**config.mk**
```make
export PLATFORM = sky130hd
export DESIGN_NAME = bank_sched
export DESIGN_NICKNAME = d
export VERILOG_FILES = /design/src/rtl/bank_pkg.sv /design/src/rtl/bank_cd_timer.sv /design/src/rtl/bank_sat_ctr.sv /design/src/rtl/bank_sched.sv
export SDC_FILE = /design/constraint.sdc
export NUM_CORES = 1
export LEC_CHECK = 0
export ABC_AREA = 1
export ABC_CLOCK_PERIOD_IN_PS = 4800
export CORE_MARGIN = 2
export CORE_UTILIZATION = 49
export DETAILED_ROUTE_END_ITERATION = 10
export DONT_BUFFER_PORTS = 1
export SLEW_MARGIN = 20
export SYNTH_ARGS = -nofsm -noshare
export SYNTH_HDL_FRONTEND = slang
export SYNTH_HIERARCHICAL = 1
export SYNTH_SLANG_ARGS = --single-unit
export TNS_END_PERCENT = 5
```
**constraint.sdc**
```tcl
create_clock -name clk -period 4.8 [get_ports clk]
set_input_delay 0 -clock clk [delete_from_list [all_inputs] [get_ports clk]]
set_output_delay 0 -clock clk [all_outputs]
set_load 0.05 [all_outputs]
```
**src/rtl/bank_pkg.sv**
```systemverilog
package bank_pkg;

  typedef enum logic [2:0] {
    CMD_NOP = 3'd0,
    CMD_ACT = 3'd1,
    CMD_RD  = 3'd2,
    CMD_WR  = 3'd3,
    CMD_PRE = 3'd4
  } bank_cmd_e;

  typedef enum logic [1:0] {
    BK_IDLE  = 2'd0,
    BK_OPEN  = 2'd1,
    BK_CLOSE = 2'd2
  } bank_st_e;

  // access classes, also the counter index
  localparam int CLS_HIT  = 0;
  localparam int CLS_IDLE = 1;
  localparam int CLS_CONF = 2;

  // timer slots
  localparam int TM_RCD = 0;
  localparam int TM_RAS = 1;
  localparam int TM_RC  = 2;
  localparam int TM_RP  = 3;
  localparam int TM_CCD = 4;
  localparam int TM_NUM = 5;

endpackage

```
**src/rtl/bank_cd_timer.sv**
```systemverilog
module bank_cd_timer #(
  parameter int W = 8
) (
  input  logic         clk,
  input  logic         rst,
  input  logic         load,
  input  logic [W-1:0] value,
  output logic         expired
);
  logic [W-1:0] cnt;

  always_ff @(posedge clk) begin
    if (rst)              cnt <= '0;
    else if (load)        cnt <= value;
    else if (cnt != '0)   cnt <= cnt - W'(1);
  end

  assign expired = (cnt == '0);
endmodule

```
**src/rtl/bank_sat_ctr.sv**
```systemverilog
module bank_sat_ctr #(
  parameter int W = 16
) (
  input  logic         clk,
  input  logic         rst,
  input  logic         inc,
  output logic [W-1:0] count
);
  always_ff @(posedge clk) begin
    if (rst)                        count <= '0;
    else if (inc && count != '1)    count <= count + W'(1);
  end
endmodule

```
**src/rtl/bank_sched.sv**
```systemverilog
module bank_sched
  import bank_pkg::*;
#(
  parameter int ROW_W       = 14,
  parameter int COL_W       = 10,
  parameter int T_CL        = 15,
  parameter int T_RCD       = 15,
  parameter int T_RP        = 15,
  parameter int T_RAS       = 36,
  parameter int T_RC        = 54,
  parameter int BURST_BEATS = 8,
  parameter int CNT_W       = 16,
  parameter int TW          = 8
) (
  input  logic             clk,
  input  logic             rst,
  input  logic             req_valid,
  output logic             req_ready,
  input  logic             req_write,
  input  logic [ROW_W-1:0] req_row,
  input  logic [COL_W-1:0] req_col,
  output logic [2:0]       cmd_code,
  output logic [ROW_W-1:0] cmd_row,
  output logic [COL_W-1:0] cmd_col,
  output logic             rd_beat,
  output logic             wr_take,
  output logic [CNT_W-1:0] hit_count,
  output logic [CNT_W-1:0] idle_count,
  output logic [CNT_W-1:0] conflict_count
);
  localparam int BCLK = BURST_BEATS / 2;
  localparam int SRW  = T_CL + BCLK;
  localparam int WLW  = $clog2(BCLK + 1);
  localparam logic [SRW-1:0] RD_MASK = {{BCLK{1'b1}}, {T_CL{1'b0}}};

  bank_st_e          st;
  logic [ROW_W-1:0]  open_row;
  logic              pend_v, pend_wr;
  logic [ROW_W-1:0]  pend_row;
  logic [COL_W-1:0]  pend_col;
  logic [SRW-1:0]    rd_pipe;
  logic [WLW-1:0]    wr_left;
  bank_cmd_e         nxt;

  // ---------------- timing rule timers ----------------
  logic [TM_NUM-1:0] t_load, t_done;
  logic [TW-1:0]     t_val [TM_NUM];

  assign t_val[TM_RCD] = TW'(T_RCD - 1);
  assign t_val[TM_RAS] = TW'(T_RAS - 1);
  assign t_val[TM_RC]  = TW'(T_RC - 1);
  assign t_val[TM_RP]  = TW'(T_RP - 1);
  assign t_val[TM_CCD] = TW'(BCLK - 1);

  assign t_load[TM_RCD] = (nxt == CMD_ACT);
  assign t_load[TM_RAS] = (nxt == CMD_ACT);
  assign t_load[TM_RC]  = (nxt == CMD_ACT);
  assign t_load[TM_RP]  = (nxt == CMD_PRE);
  assign t_load[TM_CCD] = (nxt == CMD_RD) || (nxt == CMD_WR);

  for (genvar i = 0; i < TM_NUM; i++) begin : g_tmr
    bank_cd_timer #(.W(TW)) u_tmr (
      .clk    (clk),
      .rst    (rst),
      .load   (t_load[i]),
      .value  (t_val[i]),
      .expired(t_done[i])
    );
  end

  // ---------------- request intake and classification ----------------
  logic       acc;
  logic [1:0] cls;

  assign req_ready = !pend_v;
  assign acc       = req_valid && req_ready;

  always_comb begin
    if (st == BK_OPEN && req_row == open_row) cls = 2'(CLS_HIT);
    else if (st == BK_IDLE)                    cls = 2'(CLS_IDLE);
    else                                       cls = 2'(CLS_CONF);
  end

  logic [CNT_W-1:0] cnt_arr [3];
  for (genvar k = 0; k < 3; k++) begin : g_cnt
    bank_sat_ctr #(.W(CNT_W)) u_cnt (
      .clk  (clk),
      .rst  (rst),
      .inc  (acc && cls == 2'(k)),
      .count(cnt_arr[k])
    );
  end
  assign hit_count      = cnt_arr[CLS_HIT];
  assign idle_count     = cnt_arr[CLS_IDLE];
  assign conflict_count = cnt_arr[CLS_CONF];

  // ---------------- command choice ----------------
  always_comb begin
    nxt = CMD_NOP;
    if (pend_v) begin
      unique case (st)
        BK_IDLE, BK_CLOSE: begin
          if (t_done[TM_RC] && t_done[TM_RP]) nxt = CMD_ACT;
        end
        BK_OPEN: begin
          if (pend_row == open_row) begin
            if (t_done[TM_RCD] && t_done[TM_CCD] &&
                (!pend_wr || rd_pipe == '0))
              nxt = pend_wr ? CMD_WR : CMD_RD;
          end else if (t_done[TM_RAS] && t_done[TM_CCD]) begin
            nxt = CMD_PRE;
          end
        end
        default: nxt = CMD_NOP;
      endcase
    end
  end

  // ---------------- bank state and registered outputs ----------------
  always_ff @(posedge clk) begin
    if (rst) begin
      st       <= BK_IDLE;
      open_row <= '0;
      pend_v   <= 1'b0;
      pend_wr  <= 1'b0;
      pend_row <= '0;
      pend_col <= '0;
      cmd_code <= 3'(CMD_NOP);
      cmd_row  <= '0;
      cmd_col  <= '0;
      rd_pipe  <= '0;
      wr_left  <= '0;
    end else begin
      if (acc) begin
        pend_v   <= 1'b1;
        pend_wr  <= req_write;
        pend_row <= req_row;
        pend_col <= req_col;
      end

      unique case (nxt)
        CMD_ACT: begin
          st       <= BK_OPEN;
          open_row <= pend_row;
        end
        CMD_PRE: st <= BK_CLOSE;
        CMD_RD, CMD_WR: pend_v <= 1'b0;
        default: if (st == BK_CLOSE && t_done[TM_RP]) st <= BK_IDLE;
      endcase

      cmd_code <= 3'(nxt);
      cmd_row  <= (nxt == CMD_NOP) ? '0 : ((nxt == CMD_PRE) ? open_row : pend_row);
      cmd_col  <= (nxt == CMD_RD || nxt == CMD_WR) ? pend_col : '0;

      rd_pipe  <= (rd_pipe >> 1) | ((nxt == CMD_RD) ? RD_MASK : '0);

      if (nxt == CMD_WR)      wr_left <= WLW'(BCLK);
      else if (wr_left != '0) wr_left <= wr_left - WLW'(1);
    end
  end

  assign rd_beat = rd_pipe[0];
  assign wr_take = (wr_left != '0);

endmodule

```
# Word level (Yosys, flattened, before mapping)
# Index checks and enable logic that the tools add are counted.
[word_totals]
reg_bits = 179
out_inout_bits = 78
[op_classes]
add_sub_neg = 9
eq_ne = 13
n_reduce_logical = 49
bitwise_logic = 3
mux = 25
[ops]
columns = ["cell", "count"]
rows = [
  ["$add 16x1->16 const B", 3],
  ["$ne 16x16->1 const B", 3],
  ["$logic_not 8->1", 5],
  ["$reduce_bool 8->1", 5],
  ["$sub 8x1->8 const B", 5],
  ["$eq 14x14->1", 2],
  ["$mux 6", 4],
  ["$logic_not 19->1", 1],
  ["$mux 19", 1],
  ["$or 18x19->19", 1],
  ["$mux 4", 4],
  ["$reduce_or 2->1", 8],
  ["$mux 3", 5],
  ["$mux 14", 1],
  ["$logic_and 1x1->1", 13],
  ["$mux 2", 6],
  ["$reduce_bool 2->1", 6],
  ["$eq 3x2->1 const B", 2],
  ["$pmux 2 s3", 1],
  ["$pmux 3 s2", 1],
  ["$reduce_bool 3->1", 2],
  ["$eq 2x1->1 const B", 2],
  ["$eq 2x2->1 const B", 2],
  ["$logic_not 2->1", 2],
  ["other kinds (10)", 14],
]

# Logic depth before layout (Yosys ltp)
# Gate-level depths: netlist of run 1.
[logic_depth]
depth_word = 11
depth_mapped = 18

# Modules after synthesis
# The synthesis of run 1 kept the hierarchy.
[modules_own_cells]
columns = ["mod", "n_inst", "cells_each", "area_per_inst_um2"]
rows = [
  ["bank_sched", 1, 504, 3774.9],
  ["bank_sat_ctr", 3, 149, 929.6],
  ["bank_cd_timer", 5, 70, 473.0],
]

# Least setup slack after synthesis of run 1
# No wires, ideal clock.
[synth_timing]
path_type = "reg-to-reg"
startpoint = "reg g_tmr[4].u_tmr.cnt[0]"
endpoint = "reg g_tmr[0].u_tmr.cnt[1]"
slack_ns = 2.552
stages_incl_launch_ff = 18
path_buffers = 2
period_less_slack_ns = 2.248
setup_ns = 0.113
arrival_ns = 2.134
path_cell_list = "dfxtp_1 -> inv_1 -> ha_1 -> nand2_2 -> nor2_8 -> nand3_2 -> a21oi_2 -> nand3_2 -> nand2_4 -> nand3_4 -> buf_6 -> inv_1 -> buf_2 -> inv_2 -> nand2_2 -> inv_2 -> nor2_1 -> nor2_1"
[synth_via]
elab_chain_cells = 9
elab_cells_between_ends = 12
classes_between = "eq/ne (1); mux (6); reduce/logical (5)"
[synth_rtl]
columns = ["element", "line_no", "source"]
rows = [
  ["start: declaration", "bank_cd_timer.sv:10", "logic [W-1:0] cnt;"],
  ["start signal: assignment", "bank_cd_timer.sv:14", "else if (load) cnt <= value;"],
  ["start signal: assignment", "bank_cd_timer.sv:15", "else if (cnt != '0) cnt <= cnt - W'(1);"],
  ["$logic_not 8->1 *", "bank_cd_timer.sv:18", "assign expired = (cnt == '0);"],
  ["via t_done[4]", "bank_sched.sv:46", "logic [TM_NUM-1:0] t_load, t_done;"],
  ["$logic_and 1x1->1 (2 in a row)", "bank_sched.sv:107", "if (t_done[TM_RCD] && t_done[TM_CCD] &&"],
  ["$mux 2", "bank_sched.sv:107", ""],
  ["$mux 3 *", "bank_sched.sv:106", "if (pend_row == open_row) begin"],
  ["$pmux 3 s2 *", "bank_sched.sv:101", "unique case (st)"],
  ["$mux 3 *", "bank_sched.sv:100", "if (pend_v) begin"],
  ["$eq 3x1->1 *", "bank_sched.sv:55", "assign t_load[TM_RCD] = (nxt == CMD_ACT);"],
  ["via t_load[0]", "bank_sched.sv:46", ""],
  ["$mux 4 or $reduce_bool 2->1 (tied branches)", "n/a", ""],
  ["end signal: assignment", "bank_cd_timer.sv:14", ""],
  ["end signal: assignment", "bank_cd_timer.sv:15", ""],
  ["end: declaration", "bank_cd_timer.sv:10", ""],
]
# Mark *: on every way through the listed nets, which the timed path passes. The rest lies on a longest branch.
# A chain may end at the register's enable or synchronous reset.

# Worst setup path in the final report of run 1
[layout_timing]
startpoint = "reg g_tmr[4].u_tmr.cnt[0]"
endpoint = "reg g_tmr[1].u_tmr.cnt[5]"
[layout_via]
elab_chain_cells = 9
elab_cells_between_ends = 12
classes_between = "eq/ne (1); mux (6); reduce/logical (5)"
[layout_rtl]
columns = ["element", "line_no"]
rows = [
  ["$logic_not 8->1 *", "bank_cd_timer.sv:18"],
  ["via t_done[4]", "bank_sched.sv:46"],
  ["$logic_and 1x1->1 (2 in a row)", "bank_sched.sv:107"],
  ["$mux 2", "bank_sched.sv:107"],
  ["$mux 3 *", "bank_sched.sv:106"],
  ["$pmux 3 s2 *", "bank_sched.sv:101"],
  ["$mux 3 *", "bank_sched.sv:100"],
  ["$eq 3x1->1 *", "n/a"],
  ["via t_load[0]", "bank_sched.sv:46"],
  ["$mux 6 or $reduce_bool 2->1 (tied branches)", "n/a"],
  ["end signal: assignment", "bank_cd_timer.sv:14"],
  ["end signal: assignment", "bank_cd_timer.sv:15"],
  ["end: declaration", "bank_cd_timer.sv:10"],
]
# Marked as above.

==> metrics.cfg, run 1 <==
[timing]
fmax_mhz=317
period_share_pct=65.8
rsz0062_at_grt=no
setup-violations-final=0
worst_slew_pin_slew_ns=0.899
fin_skew_ns=0.00958
hold_ws_ns=0.0782
hold_viol=0
fin_crit_ns=3.16
slew_violations=0
relSlewSlack_pct=40.0
finalSetupTns_ns=0

[floorplan]
die_x_um=139
start_util_pct=49.9
fp-row-count=49
core_um2=17900
die_area_um2=19300
die_h_um=139
io_pins=106

[synth]
synth_warnings=6
synthesis.area_um2=8930
synth_top_area_share_pct=40.1
synth_cells=1301
synth_seq_area_share_pct=40.1
ys_ff_latch=179
synth_top_area_cell=dfxtp_1
synth_area_leaders=dfxtp_1, nand2_1, nor2_1
ys_types=38
avgSynthCellArea_um2=6.86

[final_layout]
seq_area_um2=3580
multi_input_area_um2=4750
drive_gt1_share_pct=9.25
nFillCells=1777
nets=1399
antenna_cells=0
stdcell_area_um2=10100
syn_to_final_growth_pct=13.2

[detailed_routing]
drcViolationCount=0
ant_nets=0
drt_iter0_drc=397
vias=7784
drt_pre_antenna_iters=7
via_per_inst=4.86
wirelength_mm=20.0
avgRoutedWirePerCell_um=12.5

[placement]
gp_congestion=0.822
io_buffers=0
hpwl_mm=13.9
dpl_cell_area_um2=9230

[clocking]
postCtsResizedCells=0
clock-sinks=179
cts_buffers=17
clk_pin_slew_ns=0.07
clkLatencyLatePin_ns=0.43
cts_max_level=4
root_buffer=clkbuf_16
clockBufferDepth=2
tritoncts=done

[setup_path]
critPathMaxFanout=27
cp-start-kind=register
cp.arrival_ns=3.49
cp-end-kind=register
cpPeakStageDelay_ns=0.47
required_ns=5.13
crit_chain=inv_1 > ha_1 > nand2_2 > nor2_8 > nand2_1 > a21oi_1 > nand3_1 > nand3_4 > inv_1 > nor2_2 > nand3_1 > nand2_1 > nor2_1
worst-setup-path-type=register to register
rrSetupSlack_ns=1.64
slowest_stage=nand3_1
worst-path-buf-inv=2
critPathTopFamily=simple AND/OR/NAND/NOR gates

[global_route]
grt_pass1_vias=7016
grt_antenna_before_repair=0
grt_max_degree=47
grt_overflow=0
grt_pass1_wl_mm=33.7
grtUsageTotal_pct=20.9

[pwr]
p_per_area_nw_per_um2=453
max-vdd-ir-drop_uv=280
p_leak_nw=4.26
fin_total_pwr_mw=4.58

[hold_path]
min_path_type=input pin to register

[job]
maxCapViolCount=0

[status]
status=finished, final reports clean

-- Yosys cell counts, drive strengths merged --
cell type / number
nand2: 303
nor2: 292
dfxtp: 179
inv: 152
o21ai: 73
a21oi: 72
nand3: 67
nand4: 29
nor3: 25
xnor2: 18
buf: 16
clkbuf: 15
a21boi: 14
xor2: 12
ha: 11
o211ai: 5
o22ai: 4
or2: 4
a211oi: 2
clkinv: 2
conb: 2
nor4: 2
a22o: 1
nand3b: 1
-- layout make-up --
type,instances,share of cell area (%)
multi-input cells,975,47.0
inverters,154,5.72
repair buffers,33,3.27
clock buffers,19,4.38
flip-flops and latches,179,35.5
clock inverters,13,1.35
well taps,229,2.84
-- power breakdown --
part           internal, mW  total [mW]  switching, mW
sequential             1.66        1.81          0.148
clock                 0.749        1.38          0.633
combinational         0.532        1.39          0.861
total                  2.94        4.58           1.64
-- layer usage --
metal	share of wire [%]	routed length [um]	global-route usage, %	vias to the layer above
li1	-	-	-	4200
met1	48	9630	28.1	3399
met2	45	9070	33.7	160
met3	4.9	973	4.70	25
met4	1.6	327	6.70	0
met5	0	0	0	-
-- placed cells by master, fill, tap and decap left out, types with 12 or more instances in the layout --
| master | instances |
|---|---|
| nand4_1 | 29 |
| nand2_1 | 285 |
| inv_2 | 13 |
| nand3_1 | 63 |
| dfxtp_1 | 179 |
| o21ai_1 | 15 |
| dlygate4sd3_1 | 28 |
| inv_1 | 139 |
| a21oi_1 | 71 |
| o21ai_0 | 58 |
| a21boi_0 | 14 |
| nand2_2 | 17 |
| xnor2_1 | 18 |
| nor2_1 | 237 |
| clkbuf_16 | 17 |
| nor2_2 | 41 |
| conb_1 | 40 |
| nor3_1 | 25 |
| xor2_1 | 12 |
-- flip-flops by register name, indices dropped and copies added, names as in the netlist, 3 cells and up --
| name | flops |
|---|---|
| g_cnt.u_cnt/count | 48 |
| g_tmr.u_tmr/cnt | 40 |
| rd_pipe | 19 |
| cmd_row | 14 |
| open_row | 14 |
| pend_row | 14 |
| cmd_col | 10 |
| pend_col | 10 |
| cmd_code | 3 |
| wr_left | 3 |
-- per-stage QoR --
step | utilization [%] | std cells | worst slack [ns]
after floorplan | - | 1339 | 2.55
after global placement | 51.5 | 1541 | 1.69
after detailed placement | 51.5 | 1541 | 1.62
after CTS | 56.4 | 1602 | 1.60
after global routing | 56.4 | 1602 | 1.29
final | 56.4 | 1602 | 1.64
-- kinds of logic (layout without fill, tap and decap cells) --
group	count (synthesis)	count (layout)	synth area share (%)
xor+xnor	30	30	2.94
fa+ha+maj	11	11	1.54
other cells	2	40	0.0841
simple gates	723	723	36.7
flops	179	179	40.1
buf+inv	185	219	8.30
compound gates	171	171	10.3
-- worst paths after layout --
path	cells after the start	end	from
max	13	g_tmr[1].u_tmr/cnt[5]$_SDFFE_PP0P_	g_tmr[4].u_tmr/cnt[0]$_SDFFE_PP0P_
min	4	open_row[11]$_SDFFE_PP0P_	rst
max reg2reg	13	g_tmr[1].u_tmr/cnt[5]$_SDFFE_PP0P_	g_tmr[4].u_tmr/cnt[0]$_SDFFE_PP0P_
min reg2reg	2	rd_pipe[2]$_SDFF_PP0_	rd_pipe[3]$_SDFF_PP0_
-- repair_timing --
item                                   CTS  global route
endpoints found under the hold margin  100             0
setup endpoints to repair                0             0
setup buffers                            0             0
hold buffers                            29             0
-- tightest hold or removal path: stages --
cell      delay, ns
clkinv_1       0.03
buf_4          0.26
nand2_1        0.12
nor2_1         0.03
Note: power is estimated with default switching activity, not from simulation.
==> inputs of run 2 (changes only) <==
--- a/config.mk
+++ b/config.mk
@@ -6,11 +6,12 @@
 export NUM_CORES = 1
 export LEC_CHECK = 0
 export ABC_AREA = 1
-export ABC_CLOCK_PERIOD_IN_PS = 4800
+export ABC_CLOCK_PERIOD_IN_PS = 2900
 export CORE_MARGIN = 2
 export CORE_UTILIZATION = 49
 export DETAILED_ROUTE_END_ITERATION = 10
 export DONT_BUFFER_PORTS = 1
+export PLACE_DENSITY = 0.66
 export SLEW_MARGIN = 20
 export SYNTH_ARGS = -nofsm -noshare
 export SYNTH_HDL_FRONTEND = slang
==> constraint.sdc (replaced) <==
create_clock -name clk -period 2.9 [get_ports clk]
set_input_delay 0 -clock clk [delete_from_list [all_inputs] [get_ports clk]]
set_output_delay 0 -clock clk [all_outputs]
set_load 0.05 [all_outputs]
==> run 2 against run 1 <==
  * Register-to-register slack got worse by 1.3 ns
  * Total power grew 64%
  * Maximum frequency grew 23%
  * Die area is the same
  * Largest power group unchanged
  * Sequential power up 64%
  * Cell count rose by 1.9%
  * Flip-flop and latch count did not move
==> metrics.cfg, run 2 (synthesis results as in run 1) <==
[hold_path]
hold_depth=4  ; unchanged
min_path_type=input pin to register
worstHoldStart=rst
holdPathEnd=rd_pipe[15]$_SDFF_PP0_

[global_route]
grtUsageTotal_pct=20.9  ; -0.063 points
grt_antenna_before_repair=0  ; unchanged
grt_pass1_vias=7317  ; +4.3%
grt_overflow=0  ; unchanged
grt_pass1_wl_mm=33.9  ; +0.51%
grt_max_degree=49  ; +4.3%

[final_layout]
syn_to_final_growth_pct=15.6
finalNonFillerCells=1632  ; +1.9%
stdcell_area_um2=10300  ; +2.2%
reg.largest.list=g_cnt.u_cnt/count: 48 flops, g_tmr.u_tmr/cnt: 40 flops, rd_pipe: 19 flops
drive_gt1_share_pct=11.3  ; +2.0 points
top_register=g_cnt.u_cnt/count
nFillCells=1678  ; -5.6%
antenna_cells=0  ; unchanged
largest_register_ffs=48  ; unchanged
final_common_cell=nand2_1
nets=1429  ; +2.1%
mostFrequentLayoutCells=nand2_1, nor2_1, dfxtp_1, inv_1, a21oi_1
postLayoutCoreUtil_pct=57.7  ; +1.2 points

[detailed_routing]
via_per_inst=4.85  ; -0.22%
avgRoutedWirePerCell_um=12.1  ; -3.4%
ant_nets=0  ; unchanged
vias=7912  ; +1.6%
wirelength_mm=19.7  ; -1.5%
drt_iter0_drc=322  ; -19%
drt_pre_antenna_iters=5  ; -2
drcViolationCount=0  ; unchanged

[clocking]
clock-sinks=179  ; unchanged
clk_pin_slew_ns=0.07  ; about the same
post-cts-setup-buffer-count=0  ; unchanged
cts_buffers=17  ; unchanged
clkLatencyLatePin_ns=0.43  ; about the same
tritoncts=done
root_buffer=clkbuf_16
cts_max_level=4  ; unchanged
clockBufferDepth=2  ; unchanged

[pwr]
fin_total_pwr_mw=7.53  ; +64%
max-vdd-ir-drop_uv=520  ; +86%
p_leak_nw=4.42  ; +3.8%
p_per_area_nw_per_um2=730  ; +61%

[setup_path]
critPathMaxFanout=27  ; unchanged
cp-end-kind=register
worst-path-buf-inv=5  ; +3
r2r-end=g_tmr[1].u_tmr/cnt[2]$_SDFFE_PP0P_
r2r_cells=15  ; +2
rrSetupSlack_ns=0.34  ; -1.31 ns
critPathTopFamily=simple AND/OR/NAND/NOR gates
r2r-start=g_tmr[4].u_tmr/cnt[0]$_SDFFE_PP0P_
required_ns=3.25  ; -1.88 ns
slowest_stage=dfxtp_1
cp-start-kind=register
cp.arrival_ns=2.91  ; -0.58 ns
crit_chain=inv_1 > ha_1 > nand2_2 > nor2_8 > nand3_2 > a21oi_2 > nand3_2 > nand2_4 > nand3_4 > inv_1 > buf_4 > inv_2 > nand2_2 > inv_2 > nor3_1
cpPeakStageDelay_ns=0.31  ; -0.16 ns
worst-setup-path-type=register to register
crit_start=g_tmr[4].u_tmr/cnt[0]$_SDFFE_PP0P_

[timing]
slew_violations=0  ; unchanged
period_share_pct=88.4  ; +23 points
fin_ws_ns=0.336  ; -1.31 ns
rsz0062_at_grt=no
hold_ws_ns=0.0621  ; -0.0162 ns
setup-violations-final=0  ; unchanged
relSlewSlack_pct=50.2  ; +10 points
finalSetupTns_ns=0  ; unchanged
fmax_mhz=390  ; +23%
worst_slew_pin_slew_ns=0.744  ; -0.155 ns
hold_viol=0  ; unchanged
fin_crit_ns=2.56  ; -0.595 ns
fin_skew_ns=0.0168  ; +0.00720 ns

[placement]
hpwl_mm=13.7  ; -1.4%
place_inst=1572  ; +2.0%
io_buffers=0  ; unchanged
dpl_cell_area_um2=9460  ; +2.5%
gp_congestion=0.853  ; +3.7%
place_ws_ns=0.351  ; -1.27 ns

[job]
maxCapViolCount=0  ; unchanged

[floorplan]
die_h_um=139  ; unchanged
die_area_um2=19300  ; unchanged
fp-row-count=49  ; unchanged
die_x_um=139  ; unchanged
io_pins=106  ; unchanged
core_um2=17900  ; unchanged
start_util_pct=49.9  ; unchanged

[status]
status=finished, final reports clean

## run 2: cell types whose count changed in the layout (fill, tap and decap cells not counted)
cell,change
buf_4,+31
dlygate4sd3_1,-1
clkinv_8,+2
clkinvlp_4,-2
bufinv_16,-1
inv_6,+1
## run 2: layout make-up
type                       count  area (um^2)  share of cell area, %
timing repair buffer          63          553                   5.36
multi-input combinational    975         4750                   46.0
clock inverter                13          133                   1.28
sequential                   179         3580                   34.7
clock buffer                  19          443                   4.29
inverter                     154          578                   5.60
tap                          229          287                   2.78
## run 2: routing by layer
metal | GRT usage (%) | up-vias | share of wire, %
met2 | 35.0 | 152 | 47
met3 | 4.97 | 19 | 4.6
met5 | 0 | - | 0
li1 | - | 4272 | -
met4 | 5.64 | 0 | 1.1
met1 | 27.1 | 3469 | 48
## run 2: repair_timing
| action | 4_1_cts | 5_1_grt |
|---|---|---|
| hold endpoints to repair | 129 | 0 |
| hold buffers | 28 | 0 |
| gates resized for setup | 0 | 0 |
## run 2: where the power goes
group / leakage (nW) / switching [mW] / internal, mW / total, mW
Sequential: 1.46 / 0.230 / 2.74 / 2.97
Combinational: 2.68 / 1.43 / 0.890 / 2.32
Clock: 0.285 / 1.07 / 1.17 / 2.24
## run 2: worst max-delay path by stage
stage / to / slack [ns] / depth (start not counted)
after detailed placement: g_tmr[2].u_tmr/cnt[2]$_SDFFE_PP0P_ / 0.35 / 15
after global placement: g_tmr[1].u_tmr/cnt[1]$_SDFFE_PP0P_ / 0.42 / 16
after CTS: g_tmr[1].u_tmr/cnt[2]$_SDFFE_PP0P_ / 0.33 / 15
final: g_tmr[1].u_tmr/cnt[2]$_SDFFE_PP0P_ / 0.34 / 15
after floorplan: g_tmr[0].u_tmr/cnt[1]$_SDFFE_PP0P_ / 0.65 / 17
after global routing: g_cnt[0].u_cnt/count[14]$_SDFFE_PP0P_ / 0.07 / 15
## run 2: worst reg2reg max path, delay by kind of cell (launching register included)
family,cells,cell delay [ns]
buf+inv,5,0.70
flops,1,0.31
simple gates,8,1.05
fa+ha+maj,1,0.23
compound gates,1,0.17
